## src/rtl/rcc_pkg.sv

```systemverilog
package rcc_pkg;
  typedef enum logic [2:0] {
    ST_IDLE, ST_WAIT_CNT, ST_WAIT_SLOT, ST_RD, ST_WR, ST_ACK, ST_WAIT_FIN
  } rcc_state_e;

  localparam logic [31:0] REQ_TAG   = 32'hC000_0000;
  localparam logic [31:0] SIZE_MASK = 32'h0FFF_C000;
  localparam int unsigned CNT_LSB   = 28;
  localparam int unsigned FIN_BIT   = 10;
  localparam int unsigned OK_BIT    = 9;
endpackage

```

## src/rtl/rcc_status_decode.sv

```systemverilog
module rcc_status_decode import rcc_pkg::*; (
  input  logic [31:0] status_i,
  input  logic [3:0]  host_low_i,
  input  logic [1:0]  slot_sel_i,
  output logic        cnt_vld_o,
  output logic [1:0]  slots_l2_o,
  output logic [31:0] bytes_o,
  output logic        slot_rdy_o,
  output logic        fin_o,
  output logic        fin_ok_o
);
  logic [1:0] cnt;
  logic [3:0] diff;

  assign cnt        = status_i[CNT_LSB +: 2];
  assign cnt_vld_o  = (cnt != 2'd0);
  // code 3 means four slots
  assign slots_l2_o = (cnt == 2'd3) ? 2'd2 : (cnt == 2'd2) ? 2'd1 : 2'd0;
  assign bytes_o    = (status_i & SIZE_MASK) >> 4;
  assign diff       = status_i[3:0] ^ host_low_i;
  assign slot_rdy_o = diff[slot_sel_i];
  assign fin_o      = status_i[FIN_BIT];
  assign fin_ok_o   = status_i[OK_BIT];
endmodule

```

## src/rtl/rcc_poll_timer.sv

```systemverilog
module rcc_poll_timer #(
  parameter int unsigned LIMIT = 1000
) (
  input  logic clk_i,
  input  logic rst_ni,
  input  logic clr_i,
  input  logic run_i,
  output logic expired_o
);
  localparam int unsigned CW = $clog2(LIMIT + 1);
  logic [CW-1:0] cnt_q;

  assign expired_o = (cnt_q == CW'(LIMIT));

  always_ff @(posedge clk_i or negedge rst_ni) begin
    if (!rst_ni)                cnt_q <= '0;
    else if (clr_i)             cnt_q <= '0;
    else if (run_i && !expired_o) cnt_q <= cnt_q + 1'b1;
  end
endmodule

```

## src/rtl/ring_chunk_copier.sv

```systemverilog
module ring_chunk_copier import rcc_pkg::*; #(
  parameter int unsigned SIZE_W     = 24,
  parameter logic [31:0] SRAM_BYTES = 32'h0002_0000,
  parameter logic [31:0] SRAM_BASE  = 32'hFFF0_0000,
  parameter logic [31:0] COPY_LIMIT = 32'h0000_9BE2,
  parameter int unsigned POLL_LIMIT = 100000
) (
  input  logic              clk_i,
  input  logic              rst_ni,
  input  logic              start_i,
  input  logic [SIZE_W-1:0] img_size_i,
  input  logic [31:0]       dst_base_i,
  output logic [31:0]       h2p_o,
  output logic              h2p_wr_o,
  input  logic [31:0]       p2h_i,
  output logic              rd_valid_o,
  output logic [31:0]       rd_addr_o,
  input  logic              rd_ready_i,
  input  logic [31:0]       rd_data_i,
  output logic              wr_valid_o,
  output logic [31:0]       wr_addr_o,
  output logic [31:0]       wr_data_o,
  output logic [3:0]        wr_be_o,
  input  logic              wr_ready_i,
  output logic              busy_o,
  output logic              done_o,
  output logic              ok_o,
  output logic              err_o
);
  localparam int unsigned PAD_W = 32 - SIZE_W - 4;

  rcc_state_e  state_q, state_prev_q;
  logic [31:0] h2p_q, left_q, len_q, off_q, dst_q, idx_q, data_q;
  logic [1:0]  sl2_q;
  logic        h2p_wr_q, done_q, ok_q, err_q;

  logic        cnt_vld, slot_rdy, fin, fin_ok, waiting, tmo_exp;
  logic [1:0]  sl2_dec, slot_sel;
  logic [31:0] bytes_dec, chunk_sz, copy_len, rem, req_word;

  assign req_word = REQ_TAG | {{PAD_W{1'b0}}, img_size_i, 4'h0};
  assign chunk_sz = SRAM_BYTES >> sl2_q;
  assign slot_sel = idx_q[1:0] & ~(2'b11 << sl2_q);
  assign copy_len = (left_q < chunk_sz) ? left_q : chunk_sz;
  assign waiting  = (state_q == ST_WAIT_CNT) || (state_q == ST_WAIT_SLOT) ||
                    (state_q == ST_WAIT_FIN);
  assign rem      = len_q - off_q;

  rcc_status_decode u_dec (
    .status_i   (p2h_i),
    .host_low_i (h2p_q[3:0]),
    .slot_sel_i (slot_sel),
    .cnt_vld_o  (cnt_vld),
    .slots_l2_o (sl2_dec),
    .bytes_o    (bytes_dec),
    .slot_rdy_o (slot_rdy),
    .fin_o      (fin),
    .fin_ok_o   (fin_ok)
  );

  // window restarts on every state change
  rcc_poll_timer #(.LIMIT(POLL_LIMIT)) u_tmr (
    .clk_i     (clk_i),
    .rst_ni    (rst_ni),
    .clr_i     (!waiting || (state_q != state_prev_q)),
    .run_i     (waiting),
    .expired_o (tmo_exp)
  );

  always_ff @(posedge clk_i or negedge rst_ni) begin
    if (!rst_ni) begin
      state_q      <= ST_IDLE;
      state_prev_q <= ST_IDLE;
      h2p_q        <= '0;
      left_q       <= '0;
      len_q        <= '0;
      off_q        <= '0;
      dst_q        <= '0;
      idx_q        <= '0;
      data_q       <= '0;
      sl2_q        <= '0;
      h2p_wr_q     <= 1'b0;
      done_q       <= 1'b0;
      ok_q         <= 1'b0;
      err_q        <= 1'b0;
    end else begin
      state_prev_q <= state_q;
      h2p_wr_q     <= 1'b0;
      done_q       <= 1'b0;
      ok_q         <= 1'b0;
      err_q        <= 1'b0;
      if (waiting && tmo_exp) begin
        err_q   <= 1'b1;
        state_q <= ST_IDLE;
      end else begin
        unique case (state_q)
          ST_IDLE: if (start_i) begin
            h2p_q    <= req_word;
            h2p_wr_q <= 1'b1;
            dst_q    <= dst_base_i;
            state_q  <= ST_WAIT_CNT;
          end
          ST_WAIT_CNT: if (cnt_vld) begin
            sl2_q   <= sl2_dec;
            left_q  <= bytes_dec;
            idx_q   <= '0;
            state_q <= (bytes_dec == '0) ? ST_WAIT_FIN : ST_WAIT_SLOT;
          end
          ST_WAIT_SLOT: if (slot_rdy) begin
            if (copy_len > COPY_LIMIT) begin
              err_q   <= 1'b1;
              state_q <= ST_IDLE;
            end else begin
              len_q   <= copy_len;
              off_q   <= '0;
              state_q <= ST_RD;
            end
          end
          ST_RD: if (rd_ready_i) begin
            data_q  <= rd_data_i;
            state_q <= ST_WR;
          end
          ST_WR: if (wr_ready_i) begin
            off_q   <= off_q + 32'd4;
            dst_q   <= dst_q + 32'd4;
            state_q <= (off_q + 32'd4 >= len_q) ? ST_ACK : ST_RD;
          end
          ST_ACK: begin
            h2p_q    <= h2p_q ^ (32'h1 << slot_sel);
            h2p_wr_q <= 1'b1;
            left_q   <= left_q - len_q;
            idx_q    <= idx_q + 32'd1;
            state_q  <= (left_q == len_q) ? ST_WAIT_FIN : ST_WAIT_SLOT;
          end
          ST_WAIT_FIN: if (fin) begin
            done_q  <= 1'b1;
            ok_q    <= fin_ok;
            state_q <= ST_IDLE;
          end
          default: state_q <= ST_IDLE;
        endcase
      end
    end
  end

  assign h2p_o      = h2p_q;
  assign h2p_wr_o   = h2p_wr_q;
  assign rd_valid_o = (state_q == ST_RD);
  assign rd_addr_o  = SRAM_BASE + chunk_sz * {30'd0, slot_sel} + off_q;
  assign wr_valid_o = (state_q == ST_WR);
  assign wr_addr_o  = dst_q;
  assign wr_data_o  = data_q;
  assign wr_be_o    = (rem >= 32'd4) ? 4'hF : (4'hF >> (3'd4 - rem[2:0]));
  assign busy_o     = (state_q != ST_IDLE);
  assign done_o     = done_q;
  assign ok_o       = ok_q;
  assign err_o      = err_q;
endmodule

```

## config.mk

```make
export PLATFORM = sky130hd
export DESIGN_NAME = ring_chunk_copier
export DESIGN_NICKNAME = d
export VERILOG_FILES = /design/src/rtl/rcc_pkg.sv /design/src/rtl/rcc_status_decode.sv /design/src/rtl/rcc_poll_timer.sv /design/src/rtl/ring_chunk_copier.sv
export SDC_FILE = /design/constraint.sdc
export NUM_CORES = 1
export LEC_CHECK = 0
export BUFFER_PORTS_ARGS = -buffer_cell sky130_fd_sc_hd__buf_2
export CAP_MARGIN = 30
export CORE_ASPECT_RATIO = 1.75
export CORE_UTILIZATION = 32
export DETAILED_ROUTE_END_ITERATION = 8
export MAX_ROUTING_LAYER = met4
export PLACE_DENSITY = 0.47
export SYNTH_ARGS = -nofsm -noshare
export SYNTH_HDL_FRONTEND = slang
export SYNTH_SLANG_ARGS = --single-unit
```

## constraint.sdc

```tcl
create_clock -name clk_i -period 6.51 [get_ports clk_i]
set_input_delay 1.302 -clock clk_i [delete_from_list [all_inputs] [get_ports clk_i]]
set_output_delay 1.302 -clock clk_i [all_outputs]
set_load 0.03 [all_outputs]
```

==> summary.md, run 1 <==
| Metric | Value |
|---|---|
| Final setup violation count | 0 |
| Post-CTS setup buffer count | 0 |
| Starting DRT DRC Count | roughly 650 |
| Clock slew at reported path FFs | 60 ps |
| CP required | between 5000 and 6000 ps |
| Post-synthesis instance area | 0.0156 mm2 |
| Critical path's slowest cell | fa_1 |
| CTS Buffer Depth | 3 |
| CTS H-Tree Depth | 1 |
| Row count | about 110 |
| Pin count of the biggest net entering global routing | between 100 and 150 |
| CP startpoint | sl2_q[0] |
| Seq/Total Area, Yosys | 34.9% |
| R2r endpoint | state_q[2] |
| Antenna-violating nets left | 0 |
| Min-Delay Path Class | reg -> reg |
| Worst vdd ir | 313 uV |
| Clock skew | ~16 ps |
| DP HPWL | between 30 and 40 mm |
| Status | finished, final reports clean |
| Nets@finish | between 2000 and 2500 |
| Yosys reg bits | approximately 220 |
| Min cycle time layout | between 6000 and 7000 ps |
| Gr ovfl total | 0 |
| WP data arrival | roughly 5000 ps |
| Yosys warns | 0 |
| Max incr delay on CP | 510 ps |
| Port buffer count | around 250 |
| Slew @ Worst Pin | 1020 ps |
| Main synth FF type | dfrtp_1 |
| Placer congestion estimate | between 0.9 and 1 |
| Inserted Clock Buffers | 23 |
| Via count | roughly 14000 |
| Critical path type | reg -> out |
| Initial antenna violation count | 7 |
| Residual DRC | 0 |
| RSZ-0062 raised after global routing | true |
| Clock root cell | clkbuf_16 |
| I/O pins | approximately 260 |
| Crit. End Element | output pin |
| R2r setup slk | approximately 1600 ps |
| Cell Pwr Density | approximately 470 mW/mm2 |
| Leakage | 8.49 nW |
| Slew Limit Fails | 0 |
| Critical Path Source Type | flip-flop |
| Share of cells above drive strength 1 | approximately 17% |
| Peak Freq | between 0.15 and 0.2 GHz |
| Max_cap viols | 0 |
| P&R area growth vs syn | 16.7% |
| Die height | ~290 um |
| Post-Synthesis Cells | about 1900 |
| CTS Sinks | between 200 and 250 |
| WL final | around 51 mm |
| Post-synth EDFFs | 0 |
| CTS tree | built |
| Async SR Flop Fraction | 100% |
| Drt pass-1 iters | 5 |
| Period Utilization, post-route | approximately 95% |
| Drt wl/cell | ~18 um |
| Worst-Skew Late Latency | ~540 ps |
| Max_slew headroom | between 30% and 40% |
| Cell breakdown of the critical path | nor2b_2 -> nand2_1 -> fa_1 -> inv_1 -> ha_1 -> ha_1 -> fa_1 -> a21o_1 -> a21oi_1 -> o21ai_0 -> and2_1 -> nor3_1 -> o31ai_1 -> o41ai_2 -> o21bai_1 -> a21oi_1 -> xnor2_1 -> buf_2 |
| Reg-to-reg critical path startpoint | off_q[8] |
| Core Footprint | between 0.04 and 0.05 mm2 |
| Worst hold slack | ~470 ps |
| Hold Violations, Final | 0 |
| Total die area | 0.0498 mm2 |
| Die width | 169 um |
| Synthesized area per cell | 8.39 um2 |
| Total power | 8.54 mW |
| Worst r2r path cells | 18 |
| Vias in the first global route | ~15000 |
| GR Util All Layers | between 20% and 30% |
| Routed vias/inst | approximately 5.2 |
| Fillcell total | 5100 |
| Worst Path Max Fanout | 8 |
| Synth cell types | 76 |
| Global-route wire length before repair | between 70 and 80 mm |
| Initial core utilization | 32.6% |
| Critical Path End | rd_addr_o[30] |
==> cell families after synthesis <==
family	Yosys count	synth area share (%)
flip-flops	218	34.9
AND/OR/NAND/NOR	643	19.2
buffers and inverters	202	5.32
AO/OA/AOI/OAI	518	20.6
adder cells (fa/ha/maj)	140	11.4
other	2	0.0481
XOR/XNOR	98	5.49
multiplexers	42	2.98
==> per-layer routing <==
layer | part of all wire, % | GRT usage, % | vias up
met3 | 4.2 | 2.47 | 104
met5 | 0 | - | -
met4 | 4.8 | 10.4 | 0
met2 | 53 | 38.5 | 396
met1 | 39 | 22.0 | 6732
li1 | - | - | 7032
==> report_power, final <==
part           switching, mW  internal [mW]  total [mW]
clock network          0.581          0.693        1.27
logic                   3.26           1.79        5.05
registers              0.425           1.80        2.22
total                   4.26           4.28        8.54
==> metrics by stage <==
step           instance area, um2  util (%)  setup WS (ps)  setup TNS [ps]  cells
6_report                    18200      38.0            305               0   2741
2_1_floorplan               15700         -           1040               0   1869
5_1_grt                     18200      38.0          -1.32           -1.32   2741
4_1_cts                     18200      37.9           36.6               0   2734
3_5_place_dp                17500      36.5            465               0   2695
3_3_place_gp                17500      36.4            601               0   2694
==> flip-flops by register name, summed over array words and instances (netlist names) <==
signal / cells
state_q: 3
ok_o: 1
wr_data_o: 32
sl2_q: 2
wr_addr_o: 32
left_q: 32
len_q: 32
done_o: 1
state_prev_q: 3
off_q: 30
h2p_wr_o: 1
h2p_o: 29
err_o: 1
idx_q: 2
u_tmr.cnt_q: 17
==> layout make-up <==
type / instances / area [um2] / share of cell area, %
Multi-Input combinational cell: 1449 / 9420 / 51.6
Sequential cell: 218 / 5460 / 29.9
Timing Repair Buffer: 272 / 1450 / 7.94
Tap cell: 648 / 811 / 4.44
Clock buffer: 31 / 646 / 3.54
Inverter: 108 / 405 / 2.22
Clock inverter: 8 / 43.8 / 0.240
Antenna cell: 7 / 17.5 / 0.0960
==> cell usage after synthesis (33+ instances only) <==
master / n / share of area (%)
nor2_1: 149 / 3.6
ha_1: 135 / 11
inv_1: 108 / 2.6
nand2_1: 237 / 5.7
xnor2_1: 66 / 3.7
nand3_1: 56 / 1.8
clkbuf_1: 68 / 1.6
dfrtp_1: 218 / 35
nor3_1: 33 / 1.1
a21oi_1: 152 / 4.9
mux2_2: 33 / 2.4
o21ai_0: 144 / 4.6
==> timing repair <==
item                       in CTS  in global routing
gates resized for setup         1                  6
hold buffers                    0                  0
pin swaps                       0                  0
setup endpoints to repair       4                  6
==> layout by cell type, fill, tap and decap left out, types with 7 or more instances in the layout <==
master / netlist / layout
ha_1: 135 / 135
mux2_2: 33 / 33
o22ai_1: 14 / 14
conb_1: 2 / 8
or3_1: 13 / 13
o31ai_1: 9 / 9
a21o_1: 31 / 31
o211ai_1: 11 / 11
a22o_1: 16 / 16
xnor2_1: 66 / 66
clkbuf_16: 0 / 23
nand4_1: 24 / 24
mux2i_1: 8 / 8
inv_1: 108 / 108
a21oi_1: 152 / 152
nor3_1: 33 / 33
xor2_1: 32 / 32
o21bai_1: 7 / 7
dfrtp_1: 218 / 218
a211oi_1: 17 / 17
nor2_1: 149 / 148
o41ai_1: 10 / 8
and2_1: 10 / 10
nand2b_1: 24 / 24
a31oi_1: 26 / 26
o21a_1: 16 / 16
buf_2: 2 / 248
nand3_1: 56 / 56
diode_2: 0 / 7
o21ai_0: 144 / 143
nor2b_1: 17 / 16
nand2_1: 237 / 237
clkinv_2: 0 / 7
and3_1: 31 / 31
nor4_1: 18 / 16
buf_4: 17 / 21
==> worst max-delay path: cells and delay by family (launching register included) <==
kind | cells | cell delay, ps
XOR/XNOR | 1 | 130
AND/OR/NAND/NOR | 4 | 740
buffers and inverters | 2 | 260
flip-flops | 1 | 470
AO/OA/AOI/OAI | 7 | 1320
adder cells (fa/ha/maj) | 4 | 1450
==> worst min-delay path by stage <==
stage | to | from | slack, ps | cells past startpoint
after global routing | h2p_o[30] | h2p_o[30] | 500 | 1
after floorplan | state_prev_q[2] | state_q[2] | 350 | 0
after detailed placement | h2p_o[4] | h2p_o[4] | 460 | 2
after CTS | h2p_o[8] | h2p_o[8] | 480 | 2
after global placement | h2p_o[25] | h2p_o[25] | 450 | 2
final | h2p_o[8] | h2p_o[8] | 470 | 2
Power figures use the tool's default switching activity.
==> run 2: changes to the inputs <==
==> constraint.sdc (replaced) <==
create_clock -name clk_i -period 7.24 [get_ports clk_i]
set_input_delay 1.448 -clock clk_i [delete_from_list [all_inputs] [get_ports clk_i]]
set_output_delay 1.448 -clock clk_i [all_outputs]
set_load 0.03 [all_outputs]
==> run 2 against run 1 <==
Critical path depth unchanged. Register-to-register slack better by 680 ps. First-iteration DRC count up 17%. Utilization up 0.26 points. Critical endpoint is now rd_addr_o[31]. Highest routed layer unchanged.
==> summary.md, run 2 (same netlist as run 1, synthesis figures left out) <==
| Metric | Value |
|---|---|
| Starting DRT DRC Count | 763 |
| Share of cells above drive strength 1 | between 15 and 20% |
| CTS Hold Bufs | 0 |
| CP startpoint | sl2_q[1] |
| Combinational share of power | 57.4% |
| Drt wl/cell | about 19 um |
| Final Cell Area | ~0.018 mm2 |
| Total die area | roughly 0.05 mm2 |
| Residual DRC | 0 |
| Fillcell total | between 5000 and 6000 |
| Slew Limit Fails | 0 |
| Clock skew | ~20 ps |
| Initial core utilization | about a third |
| Area of placed instances | about 0.017 mm2 |
| Max_cap viols | 0 |
| CTS Sinks | 218 |
| Slew @ Worst Pin | approximately 1100 ps |
| Clock slew at reported path FFs | ~60 ps |
| Commonest cells after routing, fill and taps aside | buf_2, nand2_1, dfrtp_1, a21oi_1, nor2_1 |
| Leakage | roughly 8.5 nW |
| Via count | 14249 |
| Vias in the first global route | between 10000 and 15000 |
| CTS Buffer Depth | 3 |
| Post-CTS setup buffer count | 0 |
| Period Utilization, post-route | 92.1% |
| Drt pass-1 iters | 7 |
| Clock root cell | clkbuf_16 |
| Min cycle time layout | around 6700 ps |
| Critical Path Source Type | flip-flop |
| GR Util All Layers | 21.1% |
| Worst vdd ir | around 280 uV |
| CTS tree | built |
| Reg-to-reg critical path startpoint | off_q[8] |
| Nets@finish | between 2000 and 2500 |
| Global-route wire length before repair | about 80 mm |
| RSZ-0062 raised after global routing | false |
| Sw frac | between 40% and 50% |
| Clk pwr share | between 15 and 20% |
| WL final | 51.0 mm |
| Routed vias/inst | slightly above 5 |
| Hold Path Origin | h2p_o[20] |
| Final setup violation count | 0 |
| Pin count of the biggest net entering global routing | around 140 |
| Port buffer count | about 250 |
| P_sw | between 3 and 4 mW |
| Crit. End Element | output pin |
| Core Footprint | a little under 0.05 mm2 |
| Row count | approximately 110 |
| WP data arrival | about 5200 ps |
| Peak Freq | 0.150 GHz |
| Inserted Clock Buffers | 24 |
| Resized Gates After CTS | 0 |
| Gr ovfl total | 0 |
| Max_slew headroom | between 20 and 30% |
| I/O pins | roughly 260 |
| Initial antenna violation count | 7 |
| CTS H-Tree Depth | 1 |
| Status | finished, final reports clean |
| Hold Violations, Final | 0 |
| Placer congestion estimate | about 0.9 |
| Critical path type | reg -> out |
| DP HPWL | around 40 mm |
| Reg power frac | around a quarter |
| P&R area growth vs syn | 17.5% |
| Most common cell after layout, fill and taps aside | buf_2 |
| Min-Delay Path Class | reg -> reg |
| Die width | between 150 and 200 um |
| Cell Pwr Density | ~430 mW/mm2 |
| CP required | a little under 6000 ps |
| Antenna-violating nets left | 0 |
| Setup TNS | 0 ps |
| Worst-Skew Late Latency | 540 ps |
| Worst Path Max Fanout | 10 |
| P_int | 4.01 mW |
| Die height | a little under 300 um |
## run 2: metal layers
metal	part of all wire, %	GRT usage (%)	up-vias
li1	-	-	7017
met1	38	21.9	6754
met2	54	39.6	371
met3	3.5	2.04	107
met4	4.7	9.78	0
met5	0	-	-
## run 2: critical path: stages, from the launching register on
cell       delay, ps
dfrtp_1          530
nor2b_1          290
nand2_1          120
fa_1             510
inv_1             40
ha_1             290
ha_1             230
a21o_1           190
a21o_1           220
a2111oi_0        820
buf_4            240
o31ai_1          120
o2111ai_1        220
a21oi_1          100
o21ai_0          160
nand2b_1          70
a21oi_1          200
xnor2_1          140
buf_2            210
## run 2: layout make-up
class	count	area, um2	area share, %
Multi-Input combinational cell	1449	9390	51.1
Sequential cell	218	5460	29.7
Timing Repair Buffer	268	1440	7.81
Tap cell	648	811	4.41
Clock buffer	31	668	3.64
Inverter	108	405	2.21
Clock inverter	13	183	0.995
Antenna cell	7	17.5	0.0954
## run 2: through the flow
step                setup slack [ps]  utilization (%)  hold slack, ps  instances  power, mW
finish                           573             38.3             469       2742       7.87
global route                     210             38.3             496       2742       8.45
global placement                1100             36.4             453       2689       6.47
floorplan                       1620                -             352       1869       5.16
CTS                              473             38.2             474       2735       7.94
detailed placement              1070             36.4             457       2691       6.54
## run 2: final timing paths
check                           endpoint  slack (ps)  depth (start not counted)
max in group asynchronous      h2p_o[16]        5060                          2
max                        rd_addr_o[31]         570                         18
max reg2reg                   state_q[2]        2300                         18
min reg2reg                    h2p_o[20]         470                          2
min                            h2p_o[20]         470                          2
min in group asynchronous   wr_addr_o[4]         870                          1
## run 2: power by group through the flow
stage	sequential [mW]	clock, mW	combinational [mW]
final	2.00	1.35	4.51
after global routing	2.07	1.44	4.94
after floorplan	2.38	0	2.78
after global placement	2.01	0	4.46
after CTS	2.01	1.40	4.53
after detailed placement	2.02	0	4.51
==> run 3: changes to the inputs <==
--- a/config.mk
+++ b/config.mk
@@ -5,8 +5,9 @@
 export SDC_FILE = /design/constraint.sdc
 export NUM_CORES = 1
 export LEC_CHECK = 0
+export ABC_AREA = 1
 export BUFFER_PORTS_ARGS = -buffer_cell sky130_fd_sc_hd__buf_2
-export CAP_MARGIN = 30
+export CAP_MARGIN = 40
 export CORE_ASPECT_RATIO = 1.75
 export CORE_UTILIZATION = 32
 export DETAILED_ROUTE_END_ITERATION = 8
==> run 3 against run 2 <==
Flip-flop and latch count unchanged. Non-clock buffer count decreased by 4. Sequential power decreased by 6%. Die area grew 4.5%. Hold slack worse by 3.2 ps. Final cell count up 16%. Critical path depth increased by 2. Global-route usage grew 0.076 points. Clock power about the same. Clock-buffer cell count is 6 higher. Register-to-register slack improved by 240 ps. Highest routed layer unchanged.
==> summary.md, run 3 <==
| Metric | Value |
|---|---|
| Max_cap viols | 0 |
| Gr ovfl total | 0 |
| Routed vias/inst | slightly below 5 |
| Clock skew | about 23 ps |
| Critical path type | reg -> out |
| Inserted Clock Buffers | 24 |
| Synthesized area per cell | between 7 and 8 um2 |
| PnR worst setup slack | 1320 ps |
| Setup WS pre-CTS | approximately 1900 ps |
| Crit path depth | 20 |
| Max incr delay on CP | 540 ps |
| CTS Sinks | 218 |
| I/O pins | roughly 260 |
| GR Util All Layers | 21.2% |
| CP required | between 5000 and 6000 ps |
| XOR/XNOR Fraction of Synth Area | around 5% |
| Placer congestion estimate | between 0.8 and 0.9 |
| Period Utilization, post-route | between 80% and 90% |
| Min cycle time layout | between 5000 and 6000 ps |
| Top-area cell type share of the netlist area | between 30 and 40% |
| CP delay by family, top | adder cells |
| Total die area | between 0.05 and 0.06 mm2 |
| Async SR Flop Fraction | 100% |
| DP HPWL | between 40 and 50 mm |
| Most frequent cells after synthesis | nand2_1, inv_1, dfrtp_1 |
| Peak Freq | 0.169 GHz |
| RSZ-0062 raised after global routing | false |
| Post-Synthesis Cells | 2252 |
| Drt wl/cell | 17.1 um |
| Post-synth EDFFs | 0 |
| Post-synthesis mux area share | under 10% |
| Yosys reg bits | about 220 |
| Most common cell after layout, fill and taps aside | nand2_1 |
| CTS H-Tree Depth | 1 |
| CTS tree | built |
| Final Cell Area | 0.0192 mm2 |
| Synth top area cells | dfrtp_1, nand2_1, ha_1 |
| Cell taking the most area after synthesis | dfrtp_1 |
| CTS Buffer Depth | 3 |
| Hold Violations, Final | 0 |
| Fin util | between 30% and 40% |
| Starting DRT DRC Count | roughly 580 |
| Final Instance Count excl. Fillers | approximately 3200 |
| Residual DRC | 0 |
| Worst-Skew Late Latency | 540 ps |
| WL final | roughly 54 mm |
| Port buffer count | 249 |
| Clk pwr share | around a fifth |
| Hold path depth | 2 |
| Combinational share of power | between 50% and 60% |
| Worst vdd ir | between 200 and 250 uV |
| Slew Limit Fails | 0 |
| Slew @ Worst Pin | 999 ps |
| Reg-to-reg critical path startpoint | off_q[4] |
| Share of cells above drive strength 1 | between 10 and 15% |
| Synth Area in Compound Gates | between 10% and 20% |
| Global-route wire length before repair | about 84 mm |
| Pin count of the biggest net entering global routing | about 140 |
| Leakage | about 10 nW |
| Seq/Total Area, Yosys | between 30% and 40% |
| Vias in the first global route | around 16000 |
| Max_slew headroom | 33.2% |
| Drt pass-1 iters | 5 |
| Status | finished, final reports clean |
| Initial core utilization | about a third |
| Main synth FF type | dfrtp_1 |
| Min-Delay Path Class | reg -> reg |
| Worst path most repeated cell | nand2_1 |
| Resized Gates After CTS | 0 |
| Cell Pwr Density | roughly 380 mW/mm2 |
| Fillcell total | approximately 5400 |
| Hold Path Origin | h2p_o[23] |
| Yosys warns | 0 |
| Final setup violation count | 0 |
| Post-Synth Adder-Cell Area | ~11% |
| Nets@finish | ~2700 |
| Post-CTS setup buffer count | 0 |
| Antenna-violating nets left | 0 |
| Worst Path Max Fanout | 4 |
| Sw frac | 49.2% |
| Setup TNS | 0 ps |
| Cell breakdown of the critical path | inv_1 -> nor2_1 -> nand2_1 -> fa_1 -> inv_1 -> ha_1 -> ha_1 -> fa_1 -> nand3_1 -> nand3_1 -> nand2_1 -> nand2_1 -> a21oi_1 -> o21ai_0 -> nand3_1 -> nand2_1 -> nand3_1 -> nand2_1 -> xor2_1 -> buf_2 |
| Die width | around 170 um |
| Clock root cell | clkbuf_16 |
| Reg power frac | between 20% and 30% |
| Critical path's slowest cell | fa_1 |
| CP startpoint | sl2_q[1] |
| Synth cell types | 54 |
| Area of placed instances | 0.0183 mm2 |
| Core Footprint | roughly 0.05 mm2 |
| CTS Hold Bufs | 0 |
| Post-synthesis instance area | between 0.015 and 0.02 mm2 |
| Crit. End Element | output pin |
| Most common cell in the synthesized netlist | nand2_1 |
| Buf/Inv on CP | 3 |
| Clock slew at reported path FFs | 60 ps |
| WP data arrival | between 4000 and 5000 ps |
| Row count | about 110 |
| Largest family of logic cells by synthesized area | simple AND/OR/NAND/NOR gates |
| Worst r2r path cells | 22 |
| P&R area growth vs syn | 17.2% |
| Initial antenna violation count | 7 |
| Die height | around 300 um |
| Inst Count DP | approximately 3100 |
| P_sw | 3.58 mW |
| Commonest cells after routing, fill and taps aside | nand2_1, inv_1, buf_2, dfrtp_1, nor2_1 |
| P_int | ~3.7 mW |
| Critical Path Source Type | flip-flop |
| Via count | approximately 15000 |
| Simple-Gate Fraction of Synth Area | 26.8% |
[run 3: cell type report]
| cell class | count | area (um2) | area share, % |
|---|---|---|---|
| clock inverters | 7 | 140 | 0.732 |
| inverters | 320 | 1200 | 6.28 |
| multi-input cells | 1654 | 9370 | 48.9 |
| well taps | 666 | 833 | 4.35 |
| diodes | 7 | 17.5 | 0.0915 |
| clock buffers | 37 | 711 | 3.71 |
| flip-flops and latches | 218 | 5460 | 28.5 |
| repair buffers | 264 | 1420 | 7.42 |
[run 3: worst min-delay path, stage by stage, from the launching register on]
cell and delay (ps):
dfrtp_1 330, nand2_1 50, nand2_1 50
[run 3: power groups by stage]
| stage | logic [mW] | registers (mW) | clock network (mW) |
|---|---|---|---|
| global route | 4.44 | 1.93 | 1.45 |
| detailed placement | 4.04 | 1.89 | 0 |
| CTS | 4.06 | 1.88 | 1.41 |
| global placement | 4.01 | 1.88 | 0 |
| floorplan | 2.35 | 2.33 | 0 |
| finish | 4.03 | 1.88 | 1.36 |
[run 3: worst paths after layout]
kind,endpoint,slack (ps)
max,rd_addr_o[28],1320
min,h2p_o[23],470
max reg2reg,state_q[2],2540
min reg2reg,h2p_o[23],470
max in group asynchronous,off_q[4],5080
min in group asynchronous,wr_addr_o[18],880
[run 3: kinds of logic (layout without fill, tap and decap cells)]
| kind of cell | count (synthesis) | in the layout |
|---|---|---|
| buf+inv | 386 | 628 |
| mux | 32 | 32 |
| flops | 218 | 218 |
| other cells | 2 | 15 |
| compound gates | 354 | 354 |
| xor+xnor | 92 | 92 |
| simple gates | 1028 | 1028 |
| fa+ha+maj | 140 | 140 |
[run 3: layer usage]
| metal | routed length (um) | share of wire, % | track usage [%] |
|---|---|---|---|
| met3 | 2280 | 4.2 | 2.85 |
| met4 | 2500 | 4.6 | 9.50 |
| met1 | 20700 | 38 | 21.1 |
| met5 | 0 | 0 | - |
| met2 | 28800 | 53 | 40.4 |
[run 3: stage by stage]
step           hold slack, ps  total power [mW]
3_5_place_dp              453              5.93
3_3_place_gp              451              5.89
4_1_cts                   469              7.35
2_1_floorplan             349              4.68
6_report                  466              7.27
5_1_grt                   487              7.82
